**src/rtl/pws_pkg.sv**
```systemverilog
package pws_pkg;
    typedef enum logic [1:0] {
        PWS_IDLE  = 2'd0,
        PWS_SLEEP = 2'd1,
        PWS_PULSE = 2'd2
    } pws_state_e;

    localparam int OFS_CTRL  = 'h00;
    localparam int OFS_HIB   = 'h20;
    localparam int OFS_WFILT = 'h24;
    localparam int OFS_RCNT  = 'h28;
    localparam int RDY_BIT   = 7;
endpackage

```
**src/rtl/pws_regs.sv**
```systemverilog
module pws_regs
    import pws_pkg::*;
#(
    parameter int ADDR_W     = 6,
    parameter int DATA_W     = 32,
    parameter int STEP_LSB   = 5,
    parameter int FILT_MSB   = 15,
    parameter int RCNT_MSB   = 11,
    parameter int WRDY_TICKS = 2
) (
    input  logic                         clk,
    input  logic                         por_n,
    input  logic                         wr_en,
    input  logic [ADDR_W-1:0]            wr_addr,
    input  logic [DATA_W-1:0]            wr_data,
    input  logic [ADDR_W-1:0]            rd_addr,
    output logic [DATA_W-1:0]            rd_data,
    input  logic                         sleep_active,
    output logic                         hib_req,
    output logic [FILT_MSB-STEP_LSB:0]   filt_field,
    output logic [RCNT_MSB-STEP_LSB:0]   rcnt_field,
    output logic                         wrdy
);
    localparam int FILT_W = FILT_MSB - STEP_LSB + 1;
    localparam int RCNT_W = RCNT_MSB - STEP_LSB + 1;
    localparam int BUSY_W = $clog2(WRDY_TICKS + 1);

    typedef struct packed {
        logic [FILT_W-1:0] filt;
        logic [RCNT_W-1:0] rcnt;
        logic [BUSY_W-1:0] busy;
    } regs_t;

    regs_t q, d;
    logic  wr_ok;
    logic  unused_wdata;

    assign unused_wdata = ^{wr_data[DATA_W-1:FILT_MSB+1], wr_data[STEP_LSB-1:1]};

    always_comb begin
        wrdy    = (q.busy == '0);
        wr_ok   = wr_en && wrdy;
        hib_req = wr_ok && (wr_addr == ADDR_W'(OFS_HIB)) && wr_data[0];
        d = q;
        if (q.busy != '0)
            d.busy = q.busy - 1'b1;
        if (wr_ok) begin
            d.busy = BUSY_W'(WRDY_TICKS);
            if (wr_addr == ADDR_W'(OFS_WFILT))
                d.filt = wr_data[FILT_MSB:STEP_LSB];
            if (wr_addr == ADDR_W'(OFS_RCNT))
                d.rcnt = wr_data[RCNT_MSB:STEP_LSB];
        end
    end

    always_comb begin
        rd_data = '0;
        if (rd_addr == ADDR_W'(OFS_CTRL))
            rd_data[RDY_BIT] = wrdy;
        else if (rd_addr == ADDR_W'(OFS_HIB))
            rd_data[0] = sleep_active;
        else if (rd_addr == ADDR_W'(OFS_WFILT))
            rd_data[FILT_MSB:STEP_LSB] = q.filt;
        else if (rd_addr == ADDR_W'(OFS_RCNT))
            rd_data[RCNT_MSB:STEP_LSB] = q.rcnt;
    end

    always_ff @(posedge clk or negedge por_n) begin
        if (!por_n) q <= '0;
        else        q <= d;
    end

    assign filt_field = q.filt;
    assign rcnt_field = q.rcnt;

    // a write offered while busy changes no stored field
    assert_drop_busy_R3: assert property (@(posedge clk) disable iff (!por_n)
        (wr_en && !wrdy) |=> ($stable(q.filt) && $stable(q.rcnt)));

    // an accepted write makes the ready flag low on the next cycle
    assert_busy_after_write_R2: assert property (@(posedge clk) disable iff (!por_n)
        (wr_en && wrdy) |=> !wrdy);
endmodule

```
**src/rtl/pws_wake_filt.sv**
```systemverilog
module pws_wake_filt #(
    parameter int CNT_W = 16
) (
    input  logic             clk,
    input  logic             por_n,
    input  logic             arm,
    input  logic             wake_in,
    input  logic [CNT_W-1:0] need_ticks,
    output logic             accept
);
    typedef struct packed {
        logic [CNT_W-1:0] run;
    } filt_t;

    filt_t q, d;

    always_comb begin
        accept = arm && wake_in &&
                 (({1'b0, q.run} + (CNT_W+1)'(1)) >= {1'b0, need_ticks});
        d = q;
        if (arm && wake_in && !accept)
            d.run = q.run + 1'b1;
        else
            d.run = '0;
    end

    always_ff @(posedge clk or negedge por_n) begin
        if (!por_n) q <= '0;
        else        q <= d;
    end

    // a low pin while armed restarts the hold count
    assert_restart_R8: assert property (@(posedge clk) disable iff (!por_n)
        (arm && !wake_in) |=> (q.run == '0));

    // a high pin below threshold advances the count by one
    assert_count_up_R7: assert property (@(posedge clk) disable iff (!por_n)
        (arm && wake_in && !accept) |=> (q.run == $past(q.run) + 1'b1));
endmodule

```
**src/rtl/pws_ctrl.sv**
```systemverilog
module pws_ctrl
    import pws_pkg::*;
#(
    parameter int TMR_W = 12
) (
    input  logic             clk,
    input  logic             por_n,
    input  logic             hib_req,
    input  logic             accept,
    input  logic [TMR_W-1:0] pulse_ticks,
    output pws_state_e       state_o,
    output logic             sys_rst_n
);
    typedef struct packed {
        pws_state_e       st;
        logic [TMR_W-1:0] tmr;
    } ctrl_t;

    ctrl_t q, d;

    always_comb begin
        d = q;
        case (q.st)
            PWS_IDLE: begin
                if (hib_req) d.st = PWS_SLEEP;
            end
            PWS_SLEEP: begin
                if (accept) begin
                    if (pulse_ticks == '0) begin
                        d.st = PWS_IDLE;
                    end else begin
                        d.st  = PWS_PULSE;
                        d.tmr = pulse_ticks;
                    end
                end
            end
            PWS_PULSE: begin
                if (q.tmr <= TMR_W'(1)) begin
                    d.st  = PWS_IDLE;
                    d.tmr = '0;
                end else begin
                    d.tmr = q.tmr - 1'b1;
                end
            end
            default: d.st = PWS_IDLE;
        endcase
    end

    always_ff @(posedge clk or negedge por_n) begin
        if (!por_n) q <= '{st: PWS_IDLE, tmr: '0};
        else        q <= d;
    end

    assign state_o   = q.st;
    assign sys_rst_n = (q.st != PWS_PULSE);

    // a hibernate request while idle enters sleep
    assert_sleep_entry_R4: assert property (@(posedge clk) disable iff (!por_n)
        (q.st == PWS_IDLE && hib_req) |=> (q.st == PWS_SLEEP));

    // idle is left only on a hibernate request
    assert_idle_hold_R10: assert property (@(posedge clk) disable iff (!por_n)
        (q.st == PWS_IDLE && !hib_req) |=> (q.st == PWS_IDLE));

    // sleep is left only on an accepted wakeup
    assert_sleep_hold_R7: assert property (@(posedge clk) disable iff (!por_n)
        (q.st == PWS_SLEEP && !accept) |=> (q.st == PWS_SLEEP));

    // the pulse continues while more than one tick remains
    assert_pulse_len_R9: assert property (@(posedge clk) disable iff (!por_n)
        (q.st == PWS_PULSE && q.tmr > TMR_W'(1)) |=> (q.st == PWS_PULSE));
endmodule

```
**src/rtl/hib_wake_seq.sv**
```systemverilog
module hib_wake_seq
    import pws_pkg::*;
#(
    parameter int ADDR_W     = 6,
    parameter int DATA_W     = 32,
    parameter int STEP_LSB   = 5,
    parameter int FILT_MSB   = 15,
    parameter int RCNT_MSB   = 11,
    parameter int WRDY_TICKS = 2
) (
    input  logic              clk,
    input  logic              por_n,
    input  logic              wr_en,
    input  logic [ADDR_W-1:0] wr_addr,
    input  logic [DATA_W-1:0] wr_data,
    input  logic [ADDR_W-1:0] rd_addr,
    output logic [DATA_W-1:0] rd_data,
    input  logic              wake_in,
    output logic              sys_rst_n,
    output logic [1:0]        seq_state
);
    localparam int FILT_W = FILT_MSB - STEP_LSB + 1;
    localparam int RCNT_W = RCNT_MSB - STEP_LSB + 1;
    localparam int CNT_W  = FILT_MSB + 1;
    localparam int TMR_W  = RCNT_MSB + 1;

    logic [FILT_W-1:0] filt_field;
    logic [RCNT_W-1:0] rcnt_field;
    logic              hib_req;
    logic              wrdy;
    logic              accept;
    pws_state_e        st;

    pws_regs #(
        .ADDR_W(ADDR_W), .DATA_W(DATA_W), .STEP_LSB(STEP_LSB),
        .FILT_MSB(FILT_MSB), .RCNT_MSB(RCNT_MSB), .WRDY_TICKS(WRDY_TICKS)
    ) i_regs (
        .clk(clk), .por_n(por_n), .wr_en(wr_en), .wr_addr(wr_addr),
        .wr_data(wr_data), .rd_addr(rd_addr), .rd_data(rd_data),
        .sleep_active(st == PWS_SLEEP), .hib_req(hib_req),
        .filt_field(filt_field), .rcnt_field(rcnt_field), .wrdy(wrdy)
    );

    pws_wake_filt #(.CNT_W(CNT_W)) i_filt (
        .clk(clk), .por_n(por_n), .arm(st == PWS_SLEEP), .wake_in(wake_in),
        .need_ticks({filt_field, {STEP_LSB{1'b0}}}), .accept(accept)
    );

    pws_ctrl #(.TMR_W(TMR_W)) i_ctrl (
        .clk(clk), .por_n(por_n), .hib_req(hib_req), .accept(accept),
        .pulse_ticks({rcnt_field, {STEP_LSB{1'b0}}}),
        .state_o(st), .sys_rst_n(sys_rst_n)
    );

    assign seq_state = st;

    // the write-ready flag is high on the first cycle after power-on reset
    assert_ready_after_por_R1: assert property (@(posedge clk) disable iff (!por_n)
        $rose(por_n) |-> wrdy);
endmodule

```
**config.mk**
```make
export PLATFORM = sky130hd
export DESIGN_NAME = hib_wake_seq
export DESIGN_NICKNAME = d
export VERILOG_FILES = /design/src/rtl/pws_pkg.sv /design/src/rtl/pws_regs.sv /design/src/rtl/pws_wake_filt.sv /design/src/rtl/pws_ctrl.sv /design/src/rtl/hib_wake_seq.sv
export SDC_FILE = /design/constraint.sdc
export NUM_CORES = 1
export LEC_CHECK = 0
export BUFFER_PORTS_ARGS = -buffer_cell sky130_fd_sc_hd__clkbuf_2
export CAP_MARGIN = 20
export CORE_ASPECT_RATIO = 0.7
export CORE_MARGIN = 1.5
export CORE_UTILIZATION = 40
export CTS_BUF_LIST = sky130_fd_sc_hd__clkbuf_4
export DETAILED_ROUTE_END_ITERATION = 7
export GPL_TIMING_DRIVEN = 0
export HOLD_SLACK_MARGIN = 0.1
export PLACE_DENSITY_LB_ADDON = 0.08
export SLEW_MARGIN = 40
export SYNTH_ARGS = -nofsm -noshare
export SYNTH_HDL_FRONTEND = slang
export SYNTH_SLANG_ARGS = --single-unit
```
**constraint.sdc**
```tcl
create_clock -name clk -period 2.8 [get_ports clk]
set_input_delay 0.14 -clock clk [delete_from_list [all_inputs] [get_ports clk]]
set_output_delay 0.14 -clock clk [all_outputs]
set_load 0.005 [all_outputs]
```
# Word-level counts from Yosys, hierarchy flattened
# Index checks and enable logic that the tools add are counted.
# totals
reg_bits	50
latchBits	0
mem_bits_rw	0
mem_bits_ro	0
inputBits	48
output_inout_bits	35
word_cells	63
memories	0
# classes
add_sub_neg	4
mul	0
div_mod_pow	0
magnitude_cmp	2
n_eq_ne	13
shifts	0
mux	20
bitwise	0
n_reduce_logical	18
# op_table
cell	count
$eq 6x6->1 const B	6
$mux 12	2
$pmux 12 s2	1
$add 16x1->17 const B	1
$ge 17x16->1	1
$add 16x1->16 const B	1
$mux 16	1
$mux 14	1
$mux 7	2
$le 12x1->1 const B	1
$logic_not 12->1	1
$mux 2	6
$sub 12x1->12 const B	1
$mux 11	1
$mux 8	1
$ne 2x2->1 const B	4
$logic_and 1x1->1	6
$logic_not 6->1	1
$pmux 2 s3	1
$reduce_and 3->1	2
$reduce_bool 2->1	3
$logic_not 2->1	2
$mux 4	1
$reduce_and 2->1	2
other kinds (6)	8

# Logic depth before layout (Yosys ltp)
# Gate-level depths: netlist of the first run.
# logic_depth
ltp_word	6
depth_mapped	14
depth_no_buf	12

# Cells and area by module
# Synthesis of the first run repeated with hierarchy kept, for this count alone.
# unflattened
hier_cells	364
area_unflattened_um2	3565.9
# by_module_without_submodules
module	instances	cells_each	area_each_um2	seq_area_each_um2
pws_regs	1	113	1316.3	500.5
pws_wake_filt	1	132	1265.0	400.4
pws_ctrl	1	117	967.2	350.3
hib_wake_seq	1	2	17.5	0.0

# Worst setup path after synthesis of the first run
# OpenSTA, ideal clock, no wires.
# synth_path
path_kind	register -> register
from	reg i_filt.q[2] (netlist bit)
to	reg i_ctrl.q[3] (netlist bit)
setup_ns	0.126
arrival_time_ns	2.801
required_time_ns	2.674
slack_ns	-0.127
path_stages_with_launch	14
n_path_buf	1
period_less_slack_ns	2.927
cell_sequence	dfrtp_1 and3_1 nand2_1 or2_2 nor2_1 xor2_1 ha_1 nand3_1 nor4_1 nand3_1 and4_4 or2_1 buf_6 a221o_1
# synth_between
elab_chain_cells	5
# synth_rtl
item	line_no	source
from (decl)	pws_wake_filt.sv:15	filt_t q, d;
from (signal assigned)	pws_wake_filt.sv:28	if (!por_n) q <= '0;
from (signal assigned)	pws_wake_filt.sv:29	else q <= d;
$add 16x1->17	pws_wake_filt.sv:19	(({1'b0, q.run} + (CNT_W+1)'(1)) >= {1'b0, need_ticks});
$ge 17x16->1	pws_wake_filt.sv:19	
$logic_and 1x1->1	pws_wake_filt.sv:18	accept = arm && wake_in &&
$ne 2x2->1 (no line)	n/a	
$reduce_and 3->1 (no line)	n/a	
to (signal assigned)	pws_ctrl.sv:50	if (!por_n) q <= '{st: PWS_IDLE, tmr: '0};
to (decl)	pws_ctrl.sv:19	ctrl_t q, d;
# No other way between the ends.
# A chain may end at the register's enable or synchronous reset.

# Final worst setup path of the first run
# layout_path
from	reg i_filt.q[0] (netlist bit)
to	reg i_ctrl.q[3] (netlist bit)
# Same word-level chain as after synthesis.

==> reports/results.ini, run 1 <==
[outcome]
status=finished, violations left
violations=setup timing

[logic_synthesis]
syn_area_um2=3150
syn_area_per_cell_um2=9.73
synth.top_cell.area_share_pct=39.7
yosysTopAreaCell=dfrtp_1
seq_area_frac_synth_pct=39.7
synth_cells=324
ys.flop_type=dfrtp_1
synthTopCellsByArea=dfrtp_1 (40%), ha_1 (7.1%), mux2_2 (6.8%)
synth_most_common_cell=dfrtp_1
synth_warnings=0
async_flop_share_pct=100
yosys.cell_types.count=55
synth_seq_cells=50
synth_edf_count=0
yosys-top-cells-count=dfrtp_1 (50), nor2_1 (29), buf_4 (23)

[cts]
cts-root-buf=clkbuf_4
cts_buffer_depth=2
cts_tree=yes
clk_latency_ns=0.38
path_clk_slew_ns=0.16
cts_max_level=2
cts_buffers=5
cts_sinks=50

[drt]
vias=2759
postRouteAntennaNets=0
drt_iter0_markers=95
dr.pass1.iters=5
viasPerCell=5.23
route.detailed.wl_per_inst_um=15.9
wl_um=8380
drc=0

[sta]
hold_viol=0
worst_slew_pin_slew_ns=0.719
relSlewSlack_pct=51.6
finalClockSkew_ns=0.0133
setup-violations-final=30
fmax_ghz=0.333
fin_ws_ns=-0.200
post-route-period-util_pct=107
slew_viol_final=0
rsz0062_at_grt=yes
hold_slack_ns=0.160
fin_crit_ns=3.00

[layout]
stdcell_area_um2=4360
final.fill_count=673
nNetsFinal=495
diodes=0
syn_to_final_growth_pct=38.2
final_util_pct=58.5
drive_above_1_share_pct=39.5

[floorplanning]
die_x_um=109
dieArea_um2=8430
core_um2=7450
start_util_pct=42.3
rows=26
die_y_um=77.3
io_pins=83

[pwr]
pwr_density_cell_nw_per_um2=681
fin_total_pwr_mw=2.97
p_leak_nw=2.12
vdd_drop_max_mv=0.454

[place]
place_hpwl_um=5640
routabilityCongestion=0.792
port_buffers=42
placed_area_um2=3600
pre_cts_ws_ns=-0.635

[setup_path]
worst-setup-path-type=reg2reg
path_max_fanout=6
cp_data_required_time_ns=3.07
cp-start-kind=register
arrival_ns=3.27
cp-end-kind=register

[grt]
grt_pass1_vias=2628
grt_max_degree=51
grt_usage_pct=20.4
grt_antenna_before_repair=0
overflow=0
grt_pass1_wl_um=13300

[hold_path]
hp-class=in2reg

[flow_run]
cap_violations=0

## power breakdown
part           leakage, nW  switching (mW)  internal (mW)
logic                 1.39           0.843          0.725
registers            0.684           0.116          0.830
clock network       0.0419           0.253          0.198
total                 2.12            1.21           1.75
## metrics by stage
step / setup TNS, ns / instances
after floorplan: -0.000892 / 343
after global placement: -12.29 / 483
after detailed placement: -12.98 / 483
after CTS: -4.85 / 518
after global routing: -7.28 / 528
final: -3.69 / 528
## registers in the layout, indices dropped and copies added, names as in the netlist
signal	cells
i_ctrl.q	12
i_ctrl.state_o	2
i_filt.q	16
i_regs.filt_field	11
i_regs.q	2
i_regs.rcnt_field	7
## routing by layer
| metal | global-route usage, % | up-vias | routed length, um |
|---|---|---|---|
| li1 | - | 1327 | - |
| met1 | 30.5 | 1356 | 4210 |
| met2 | 31.1 | 69 | 3750 |
| met3 | 3.40 | 7 | 347 |
| met4 | 3.55 | 0 | 62 |
| met5 | 0 | - | 0 |
## repair_timing
item / in CTS / in global routing
hold buffers: 13 / 0
gates resized for setup: 36 / 34
gates cloned: 0 / 2
endpoints found under the setup margin: 30 / 30
pin swaps: 21 / 22
setup buffers: 14 / 8
endpoints found under the hold margin: 70 / 0
## critical path: stages (launching register included)
cell and delay (ns):
dfrtp_2 0.43, and3_4 0.22, nand2_4 0.07, buf_4 0.16, nor2_4 0.13, xor2_2 0.10
ha_1 0.30, nand4_1 0.15, nor4_4 0.32, nand3_1 0.13, and4_4 0.23, or2_1 0.22
buf_6 0.14, a221o_1 0.30
## cell type report
cell class,instances,area (um^2),area share [%]
sequential,50,1250,28.8
clock inverter,2,37.5,0.862
inverter,22,82.6,1.90
clock buffer,6,45.0,1.03
timing repair buffer,78,554,12.7
multi-input combinational,242,2020,46.4
tap,98,123,2.82
buffer,30,241,5.54
## layout by cell type, fill, tap and decap left out, types with 13 or more instances in the layout
cell           count
clkbuf_2          41
dlygate4sd3_1     13
inv_1             21
nor2_1            21
buf_4             38
conb_1            20
mux2_2            19
dfrtp_1           49
ha_1              16
## worst paths after layout
| check | startpoint | slack (ns) | to | cells past startpoint |
|---|---|---|---|---|
| max | i_filt.q[0] | -0.20 | i_ctrl.q[3] | 13 |
| min | wr_addr[3] | 0.16 | i_regs.filt_field[10] | 3 |
| max reg2reg | i_filt.q[0] | -0.20 | i_ctrl.q[3] | 13 |
| min reg2reg | i_regs.q[0] | 0.49 | i_regs.q[0] | 1 |
| max in group asynchronous | por_n | 1.92 | i_filt.q[0] | 2 |
| min in group asynchronous | por_n | 0.36 | i_ctrl.q[11] | 2 |
## cell families after synthesis
group / count (synthesis) / share of synthesized area [%]
muxes: 21 / 7.46
and+or+nand+nor: 114 / 19.8
xor gates and xnor gates: 14 / 3.89
AOI/OAI and AO/OA: 54 / 12.6
buffers and inverters: 52 / 9.29
other: 1 / 0.119
adders and majority gates: 18 / 7.15
DFF: 50 / 39.7
Note: power is estimated with default switching activity, not from simulation.
==> run 2, diff against run 1 <==
--- a/config.mk
+++ b/config.mk
@@ -5,6 +5,7 @@
 export SDC_FILE = /design/constraint.sdc
 export NUM_CORES = 1
 export LEC_CHECK = 0
+export ABC_AREA = 1
 export BUFFER_PORTS_ARGS = -buffer_cell sky130_fd_sc_hd__clkbuf_2
 export CAP_MARGIN = 20
 export CORE_ASPECT_RATIO = 0.7
==> run 2 against run 1 <==
The flow now finishes without violations. Clock-buffer cell count unchanged. Non-clock buffer count is 4 lower. Cell count increased by 30%. Largest power group unchanged.
==> reports/results.ini, run 2 <==
[cts]
cts_buffers=5
cts_tree=yes
path_clk_slew_ns=0.16
cts_sinks=50
clk_latency_ns=0.38
cts_max_level=2
cts_buffer_depth=2
cts-root-buf=clkbuf_4

[setup_path]
arrival_ns=3.04
cp-start-kind=register
cp_data_required_time_ns=3.07
cp-end-kind=register
worst-setup-path-type=reg2reg
path_max_fanout=5

[floorplanning]
core_um2=8410
die_x_um=114
start_util_pct=41.1
dieArea_um2=9220
io_pins=83
die_y_um=80.8
rows=28

[pwr]
fin_total_pwr_mw=2.93
p_leak_nw=2.45
vdd_drop_max_mv=0.379
pwr_density_cell_nw_per_um2=650

[place]
place_inst=650
port_buffers=42
place_hpwl_um=6550
routabilityCongestion=0.840

[grt]
grt_max_degree=51
overflow=0
grt_pass1_wl_um=14300
grt_antenna_before_repair=0
grt_usage_pct=20.2
grt_pass1_vias=2909

[layout]
nNetsFinal=649
final_cells=689
drive_above_1_share_pct=26.7
final.fill_count=820
final_common_cell=nand2_1
diodes=0
syn_to_final_growth_pct=30.2
largest_reg_flops=16
layout_common_cells=nand2_1 (86), inv_1 (78), nor2_1 (72)
largest_register=i_filt.q

[sta]
finalClockSkew_ns=0.0183
hold_viol=0
relSlewSlack_pct=45.0
slew_viol_final=0
setup-violations-final=0
worst_slew_pin_slew_ns=0.819
fmax_ghz=0.362
post-route-period-util_pct=98.6
fin_crit_ns=2.76
rsz0062_at_grt=yes

[logic_synthesis]
synth_warnings=0
synth_cells=484
yosys-top-cells-count=nand2_1 (107), inv_1 (83), nor2_1 (76)
syn_area_per_cell_um2=7.14
synthTopCellsByArea=dfrtp_1 (36%), nand2_1 (12%), inv_1 (9.0%)
synth_most_common_cell=nand2_1
syn_area_um2=3460
synth_edf_count=0
seq_area_frac_synth_pct=36.2
ys.flop_type=dfrtp_1
yosysTopAreaCell=dfrtp_1
synth.top_cell.area_share_pct=36.2
async_flop_share_pct=100
yosys.cell_types.count=39
synth_seq_cells=50

[drt]
wl_um=8930
viasPerCell=4.67
postRouteAntennaNets=0
drt_iter0_markers=158
vias=3217
drc=0
route.detailed.wl_per_inst_um=13.0
dr.pass1.iters=5

[hold_path]
hp-class=in2reg

[flow_run]
cap_violations=0

[outcome]
status=finished clean

[run 2: cell count changes after synthesis, moves of 4 or more]
cell / delta
nand2b_1: -4
nor2_2: +5
o31ai_1: -10
nand4_1: +13
a21oi_1: +25
nand2_1: +94
mux2_2: -19
and3_1: -12
nor2_1: +47
a22o_1: -7
and2_1: -4
inv_1: +62
nor2b_1: -6
nor4_1: -4
[run 2: cells by family (layout without fill, tap and decap cells)]
logic type | after synthesis | count (layout) | share of synthesized area, %
AOI/OAI and AO/OA | 45 | 45 | 6.99
xor gates and xnor gates | 11 | 11 | 2.79
adders and majority gates | 18 | 18 | 6.51
buffers and inverters | 117 | 198 | 15.8
DFF | 50 | 50 | 36.2
muxes | 1 | 1 | 0.290
other | 1 | 20 | 0.108
and+or+nand+nor | 241 | 241 | 31.3
[run 2: final timing paths]
kind | start | to | slack (ns) | depth (start not counted)
max reg2reg | i_filt.q[0] | i_ctrl.q[5] | 0.04 | 21
max | i_filt.q[0] | i_ctrl.q[5] | 0.04 | 21
min | wr_addr[2] | i_regs.rcnt_field[0] | 0.13 | 5
min in group asynchronous | por_n | i_filt.q[3] | 0.36 | 2
max in group asynchronous | por_n | i_ctrl.q[9] | 1.97 | 2
min reg2reg | i_ctrl.q[1] | i_ctrl.q[1] | 0.51 | 2
[run 2: layout make-up]
| class | instances | area [um^2] | share of cell area, % |
|---|---|---|---|
| multi-input combinational | 336 | 1980 | 44.0 |
| buffer | 31 | 235 | 5.23 |
| tap | 105 | 131 | 2.92 |
| timing repair buffer | 73 | 526 | 11.7 |
| clock buffer | 6 | 45.0 | 1.00 |
| clock inverter | 2 | 8.76 | 0.195 |
| inverter | 86 | 325 | 7.23 |
| sequential | 50 | 1250 | 27.8 |
[run 2: stage by stage]
stage	instance area, um^2	util [%]	hold slack [ns]	setup slack, ns	setup TNS [ns]
finish	4500	53.5	0.134	0.0385	0
global route	4500	53.5	0.156	-0.0979	-1.62
CTS	4280	50.9	0.122	0.00329	0
floorplan	3530	-	-0.156	0.296	0
detailed placement	3870	46.1	0.273	-0.239	-3.89
global placement	3870	46.0	0.345	-0.217	-3.38
[run 2: routing by layer]
metal	part of all wire, %	track usage, %
met1	53	31.0
met2	41	29.5
met3	5.3	3.28
met4	1.0	4.63
met5	0	0
[run 2: report_power, final]
| part | internal [mW] | switching [mW] | leakage, nW |
|---|---|---|---|
| Clock | 0.105 | 0.244 | 0.0331 |
| Combinational | 0.650 | 0.893 | 1.82 |
| Sequential | 0.885 | 0.151 | 0.595 |
[run 2: repair_timing]
item / CTS / global route
cloned: 1 / 1
pin swaps: 19 / 17
setup buffers: 11 / 4
resized for setup: 25 / 38
hold buffers: 14 / 0
endpoints found under the hold margin: 73 / 0
setup endpoints to repair: 30 / 29
[run 2: critical path: stages (launching register included)]
cell and delay [ns]:
dfrtp_1 0.46, ha_4 0.18, nand2_4 0.06, nor2_4 0.11
nand3_4 0.10, nor2_4 0.14, nand2_2 0.08, xor2_2 0.19
inv_2 0.07, ha_4 0.27, nand2_2 0.05, inv_2 0.05
nand2_2 0.07, nor2_4 0.09, nand3_2 0.10, nand2_2 0.09
inv_4 0.05, nand2_8 0.08, nand3_4 0.11, buf_16 0.19
nand2_4 0.05, nand2_2 0.04
